[src/rtl/tc_pkg.sv]
package tc_pkg;
  typedef enum logic [1:0] {PH_ON = 2'd0, PH_HOLD = 2'd1, PH_OFF = 2'd2} phase_t;
  localparam int unsigned A_ON_DUR  = 0;
  localparam int unsigned A_OFF_DUR = 1;
  localparam int unsigned A_CTRL    = 2;
  localparam int unsigned A_STS     = 3;
  localparam int unsigned A_MASK    = 4;
  localparam int unsigned N_FLAGS   = 2;
endpackage

[src/rtl/tc_regs.sv]
module tc_regs #(
  parameter int unsigned DUR_W  = 16,
  parameter int unsigned ADDR_W = 3
) (
  input  logic                         clk,
  input  logic                         rst,
  input  logic                         wr_en,
  input  logic [ADDR_W-1:0]            wr_addr,
  input  logic [DUR_W-1:0]             wr_data,
  input  logic [tc_pkg::N_FLAGS-1:0]   set_flags,
  output logic [DUR_W-1:0]             on_dur,
  output logic [DUR_W-1:0]             off_dur,
  output logic                         on_tmr_en,
  output logic                         off_tmr_en,
  output logic                         zc_mode,
  output logic                         ctrl_wr,
  output logic [tc_pkg::N_FLAGS-1:0]   sts,
  output logic                         irq
);
  import tc_pkg::*;

  logic [N_FLAGS-1:0] mask_q;
  logic [N_FLAGS-1:0] clr_flags;
  logic [N_FLAGS-1:0] hit;

  assign ctrl_wr   = wr_en && (wr_addr == ADDR_W'(A_CTRL));
  assign clr_flags = (wr_en && (wr_addr == ADDR_W'(A_STS))) ? wr_data[N_FLAGS-1:0] : '0;

  always_ff @(posedge clk) begin
    if (rst) begin
      on_dur     <= '0;
      off_dur    <= '0;
      on_tmr_en  <= 1'b0;
      off_tmr_en <= 1'b0;
      zc_mode    <= 1'b0;
      mask_q     <= '0;
    end else if (wr_en) begin
      if (wr_addr == ADDR_W'(A_ON_DUR))  on_dur  <= wr_data;
      if (wr_addr == ADDR_W'(A_OFF_DUR)) off_dur <= wr_data;
      if (wr_addr == ADDR_W'(A_MASK))    mask_q  <= wr_data[N_FLAGS-1:0];
      if (ctrl_wr) begin
        on_tmr_en  <= wr_data[1];
        off_tmr_en <= wr_data[2];
        zc_mode    <= wr_data[3];
      end
    end
  end

  // Sticky flags, write-1-to-clear; a new event outranks a clear.
  for (genvar g = 0; g < N_FLAGS; g++) begin : g_flag
    always_ff @(posedge clk) begin
      if (rst)               sts[g] <= 1'b0;
      else if (set_flags[g]) sts[g] <= 1'b1;
      else if (clr_flags[g]) sts[g] <= 1'b0;
    end
    assign hit[g] = sts[g] & mask_q[g];
  end

  assign irq = |hit;
endmodule

[src/rtl/tc_seq.sv]
module tc_seq #(
  parameter int unsigned DUR_W = 16
) (
  input  logic             clk,
  input  logic             rst,
  input  logic             tick,
  input  logic             zero_x,
  input  logic             ctrl_wr,
  input  logic             wr_en_bit,
  input  logic             on_tmr_en,
  input  logic             off_tmr_en,
  input  logic             zc_mode,
  input  logic [DUR_W-1:0] on_dur,
  input  logic [DUR_W-1:0] off_dur,
  output logic             tone_en,
  output logic             holding,
  output logic             on_done,
  output logic             off_done
);
  import tc_pkg::*;

  localparam int unsigned CW = DUR_W + 1;

  phase_t          phase_q;
  logic [DUR_W-1:0] cnt_q;
  logic [CW-1:0]    cnt_inc;
  logic             on_hit, off_hit, on_run, off_run;

  assign cnt_inc = {1'b0, cnt_q} + CW'(1);
  assign on_hit  = cnt_inc >= {1'b0, on_dur};
  assign off_hit = cnt_inc >= {1'b0, off_dur};
  assign on_run  = !ctrl_wr && (phase_q == PH_ON) && tone_en && on_tmr_en && tick;
  assign off_run = !ctrl_wr && (phase_q == PH_OFF) && on_tmr_en && off_tmr_en && tick;
  assign on_done  = on_run && on_hit;
  assign off_done = off_run && off_hit;
  assign holding  = (phase_q == PH_HOLD);

  always_ff @(posedge clk) begin
    if (rst) begin
      phase_q <= PH_OFF;
      cnt_q   <= '0;
      tone_en <= 1'b0;
    end else if (ctrl_wr) begin
      tone_en <= wr_en_bit;
      phase_q <= wr_en_bit ? PH_ON : PH_OFF;
      cnt_q   <= '0;
    end else begin
      unique case (phase_q)
        PH_ON: begin
          if (on_run) begin
            if (on_hit) begin
              cnt_q <= '0;
              if (zc_mode) begin
                phase_q <= PH_HOLD;
              end else begin
                phase_q <= PH_OFF;
                tone_en <= 1'b0;
              end
            end else begin
              cnt_q <= cnt_inc[DUR_W-1:0];
            end
          end
        end
        PH_HOLD: begin
          if (zero_x) begin
            tone_en <= 1'b0;
            phase_q <= PH_OFF;
            cnt_q   <= '0;
          end
        end
        default: begin
          if (off_run) begin
            if (off_hit) begin
              tone_en <= 1'b1;
              phase_q <= PH_ON;
              cnt_q   <= '0;
            end else begin
              cnt_q <= cnt_inc[DUR_W-1:0];
            end
          end
        end
      endcase
    end
  end
endmodule

[src/rtl/tone_cadence_ctrl.sv]
module tone_cadence_ctrl #(
  parameter int unsigned DUR_W  = 16,
  parameter int unsigned ADDR_W = 3
) (
  input  logic              clk,
  input  logic              rst,
  input  logic              wr_en,
  input  logic [ADDR_W-1:0] wr_addr,
  input  logic [DUR_W-1:0]  wr_data,
  input  logic              tick,
  input  logic              zero_x,
  output logic              tone_en,
  output logic [1:0]        irq_sts,
  output logic              irq
);
  logic [DUR_W-1:0] on_dur, off_dur;
  logic             on_tmr_en, off_tmr_en, zc_mode, ctrl_wr;
  logic             holding, on_done, off_done;

  tc_regs #(.DUR_W(DUR_W), .ADDR_W(ADDR_W)) u_regs (
    .clk(clk), .rst(rst), .wr_en(wr_en), .wr_addr(wr_addr), .wr_data(wr_data),
    .set_flags({off_done, on_done}),
    .on_dur(on_dur), .off_dur(off_dur), .on_tmr_en(on_tmr_en),
    .off_tmr_en(off_tmr_en), .zc_mode(zc_mode), .ctrl_wr(ctrl_wr),
    .sts(irq_sts), .irq(irq)
  );

  tc_seq #(.DUR_W(DUR_W)) u_seq (
    .clk(clk), .rst(rst), .tick(tick), .zero_x(zero_x), .ctrl_wr(ctrl_wr),
    .wr_en_bit(wr_data[0]), .on_tmr_en(on_tmr_en), .off_tmr_en(off_tmr_en),
    .zc_mode(zc_mode), .on_dur(on_dur), .off_dur(off_dur),
    .tone_en(tone_en), .holding(holding), .on_done(on_done), .off_done(off_done)
  );
endmodule

[config.mk]
export PLATFORM = sky130hd
export DESIGN_NAME = tone_cadence_ctrl
export DESIGN_NICKNAME = d
export VERILOG_FILES = /design/src/rtl/tc_pkg.sv /design/src/rtl/tc_regs.sv /design/src/rtl/tc_seq.sv /design/src/rtl/tone_cadence_ctrl.sv
export SDC_FILE = /design/constraint.sdc
export NUM_CORES = 1
export LEC_CHECK = 0
export ABC_CLOCK_PERIOD_IN_PS = 9700
export BUFFER_PORTS_ARGS = -buffer_cell sky130_fd_sc_hd__buf_2
export CORE_ASPECT_RATIO = 0.7
export CORE_MARGIN = 1.5
export CORE_UTILIZATION = 41
export CTS_CLUSTER_SIZE = 10
export DETAILED_ROUTE_END_ITERATION = 10
export GPL_ROUTABILITY_DRIVEN = 0
export PLACE_DENSITY = 0.66
export SLEW_MARGIN = 20
export SYNTH_ARGS = -nofsm -noshare
export SYNTH_HDL_FRONTEND = slang
export SYNTH_SLANG_ARGS = --single-unit
export TNS_END_PERCENT = 10
[constraint.sdc]
create_clock -name clk -period 9.7 [get_ports clk]
set_input_delay 0.485 -clock clk [delete_from_list [all_inputs] [get_ports clk]]
set_output_delay 0.485 -clock clk [all_outputs]
set_load 0.03 [all_outputs]
==> results by group <==
Run status
  • Status: completed

Yosys
  • Post-Synth Adder-Cell Area: 12.0%
  • Compound-Gate Fraction of Synth Area: 17.7%
  • Synthesized area: 0.00344 mm²
  • Avg Synthesized Cell Area: between 7 and 8 µm²
  • Sequential fraction of the synthesis area: 33.8%
  • Synth Area in XOR/XNOR: 3.57%
  • Netlist cell types: 51
  • Post-synth ARST share: 0%
  • Number of synthesized flops with an enable pin: 0
  • Largest family of logic cells by synthesized area: simple AND/OR/NAND/NOR gates
  • Post-synthesis mux area share: 0.583%
  • Syn. warnings: 0
  • Top post-synthesis cells by area: dfxtp_1, ha_1, nand2_1
  • Top FF cell, synth: dfxtp_1
  • Simple-gate share of the synthesized area: 25.1%
  • Area share of the largest cell type after synthesis: 33.8%
  • Post-Synthesis Cells: 437
  • Leading area contributor after synthesis: dfxtp_1
  • Count leader, synth: nand2_1
  • Most instantiated cells after synthesis: nand2_1, dfxtp_1, a21oi_1, ha_1, inv_1
  • Synth Register Bits: 58
  • Synth Net Count: 494

Clock network
  • Root buffer cell: clkbuf_16
  • Clock latency on the worst-skew pair: ~0.34 ns
  • PostCTS Resize Cnt: 0
  • # hold bufs at CTS: 0
  • Max Buffers Root-to-Sink: 2
  • Reg clk slew, reported paths: 0.05 ns
  • CTS buffer count: 9
  • CTS tree: built
  • Postcts setup bufs: 0
  • TritonCTS Sinks: between 50 and 60
  • H-tree levels: 3

Detailed routing
  • Metal-1 WL: 4.28 mm
  • Max Used Layer: met4
  • Final wirelength: between 8 and 9 mm
  • DR WL/cell: ~16 µm
  • Met3 WL: around 480 µm
  • Routed vias/inst: 5.57
  • Pre-antenna DRT Iters: 7
  • DR vias: 3115
  • Final ANT Viol Nets: 0
  • Number of remaining DRC errors: 0
  • DR iter-0 viols: between 300 and 400
  • Met2 routed WL: 3.83 mm

Die
  • DIE HEIGHT: just under 80 µm
  • Starting Density: 42.9%
  • Die area: 0.00895 mm²
  • Rows: 27
  • # IOs: 28
  • Die Wd: between 100 and 150 µm
  • Core Area: roughly 0.0080 mm²

Global routing
  • Vias in the first global route: 2978
  • First-pass GRT wire length: 14.8 mm
  • Gr ovfl total: 0
  • All-Layer GR Usage: 21.2%
  • Antenna violations before repair: 0
  • Largest net degree at the start of global routing: 45

Timing
  • RSZ-0062 raised after global routing: no
  • Slew HR: a little under half
  • Worst slew pin tran: 0.782 ns
  • Fmax: 276 MHz
  • Tcrit/Tclk final: 37.3%
  • Setup violators final: 0
  • Hold Vio Cnt, Final: 0
  • Final setup margin: between 6 and 7 ns
  • Clock Skew: 0.00710 ns
  • Max Slew Vio Count: 0
  • Setup TNS: 0 ns
  • Final Critical Period: 3.62 ns

Place
  • HPWL after detailed placement: 6.32 mm
  • Place WS: 6.11 ns
  • Port Buffers: 27
  • Inst Count DP: roughly 540

Critical path
  • Slowest-stage cell, CP: dfxtp_1
  • CP endpoint kind: flip-flop
  • Required @ worst endpoint: about 10 ns
  • CP startpoint kind: flip-flop
  • Crit-path cells: ha_1 > and3_1 > and4_4 > xor2_1 > ha_1 > and2_1 > a221o_1 > a221oi_2 > o211ai_1 > a221o_1 > a221o_1
  • Data arrival time of the worst path: between 3 and 4 ns
  • Crit path top cell by count: a221o_1
  • Worst path max stage delay: ~0.48 ns
  • Crit path max fanout: 8
  • Crit path kind: reg -> reg

Final layout
  • Seq. cell area: 0.00116 mm²
  • Multi-input logic area: 0.00203 mm²
  • Final #Nets: 510
  • Filler cell count: roughly 780
  • Share of post-route cells with drive strength above 1: between 10% and 20%
  • Layout area overhead: 13.6%
  • Ant. Diodes: 0
  • Finished Layout Cells: 559

Pwr
  • Leak: about 1.5 nW
  • Pwr dens: between 150 and 200 mW/mm²
  • Max VDD drop: 119 µV

Worst hold path
  • Hold Path Class: in -> reg

Job
  • Number of violations of the max-capacitance limit: 0
[flip-flops by register name, indices dropped and copies added (netlist names)]
| signal | cells |
|---|---|
| u_regs.zc_mode | 1 |
| u_seq.phase_q | 2 |
| u_seq.cnt_q | 16 |
| u_regs.mask_q | 2 |
| u_seq.tone_en | 1 |
| u_regs.sts | 2 |
| u_regs.on_dur | 16 |
| u_regs.off_dur | 16 |
| u_regs.on_tmr_en | 1 |
| u_regs.off_tmr_en | 1 |
[final cells by class]
class                      count  share of cell area, %
sequential                    58                   29.8
multi-input combinational    321                   52.0
timing repair buffer          30                   4.04
inverter                      33                   3.17
tap                          101                   3.24
clock inverter                 5                   1.35
clock buffer                  11                   6.48
[kinds of logic (layout without fill, tap and decap cells)]
family	after synthesis	in the layout
xor gates and xnor gates	14	14
buffers and inverters	58	79
muxes	2	2
AOI/OAI and AO/OA	94	94
DFF	58	58
adders and majority gates	33	33
and+or+nand+nor	178	178
[layer usage]
metal	vias up	track usage (%)
met5	-	0
met4	0	7.09
met3	12	5.01
met2	82	32.0
met1	1464	29.8
li1	1557	-
[layout by cell type (no fill, tap or decap), types with 4 or more instances in the layout]
| cell type | n |
|---|---|
| nand2_1 | 95 |
| dfxtp_1 | 58 |
| a21oi_1 | 41 |
| inv_1 | 33 |
| ha_1 | 33 |
| buf_2 | 27 |
| nand3_1 | 17 |
| nor2_1 | 14 |
| o21ai_0 | 12 |
| nand4_1 | 10 |
| xnor2_1 | 10 |
| o22ai_1 | 9 |
| clkbuf_16 | 9 |
| and3_1 | 7 |
| and4_1 | 5 |
| a211oi_1 | 5 |
| o211ai_1 | 5 |
| nor3_1 | 5 |
| xor2_1 | 4 |
[worst max-delay path: cells and delay by family, from the launching register on]
family / cells / cell delay, ns
and+or+nand+nor: 3 / 0.71
xor gates and xnor gates: 1 / 0.24
AOI/OAI and AO/OA: 5 / 1.46
adders and majority gates: 2 / 0.62
DFF: 1 / 0.48
[through the flow]
stage          power, W  hold WS, ns  instance area (µm²)  utilization [%]
6_report       0.000610        0.398                 3900             48.7
5_1_grt        0.000633        0.406                 3900             48.7
4_1_cts        0.000616        0.388                 3900             48.7
3_5_place_dp   0.000293        0.447                 3600             44.9
3_3_place_gp   0.000292        0.444                 3600             44.9
2_1_floorplan  0.000277        0.432                 3440                -
[worst paths after layout]
check | start | end | slack (ns) | cells after the start
worst max register to register | u_seq.cnt_q[0]$_SDFFE_PP0P_ | u_seq.phase_q[1]$_SDFFE_PP1P_ | 6.08 | 11
worst min register to register | u_regs.on_dur[8]$_SDFFE_PP0P_ | u_regs.on_dur[8]$_SDFFE_PP0P_ | 0.45 | 2
worst max-delay path | u_seq.cnt_q[0]$_SDFFE_PP0P_ | u_seq.phase_q[1]$_SDFFE_PP1P_ | 6.08 | 11
worst min-delay path | wr_data[4] | u_regs.off_dur[4]$_SDFFE_PP0P_ | 0.40 | 3
[where the power goes]
part           switching (W)  internal, W
combinational      0.0000285    0.0000145
clock               0.000110     0.000211
sequential        0.00000275     0.000243
Note: power is estimated with default switching activity, not from simulation.
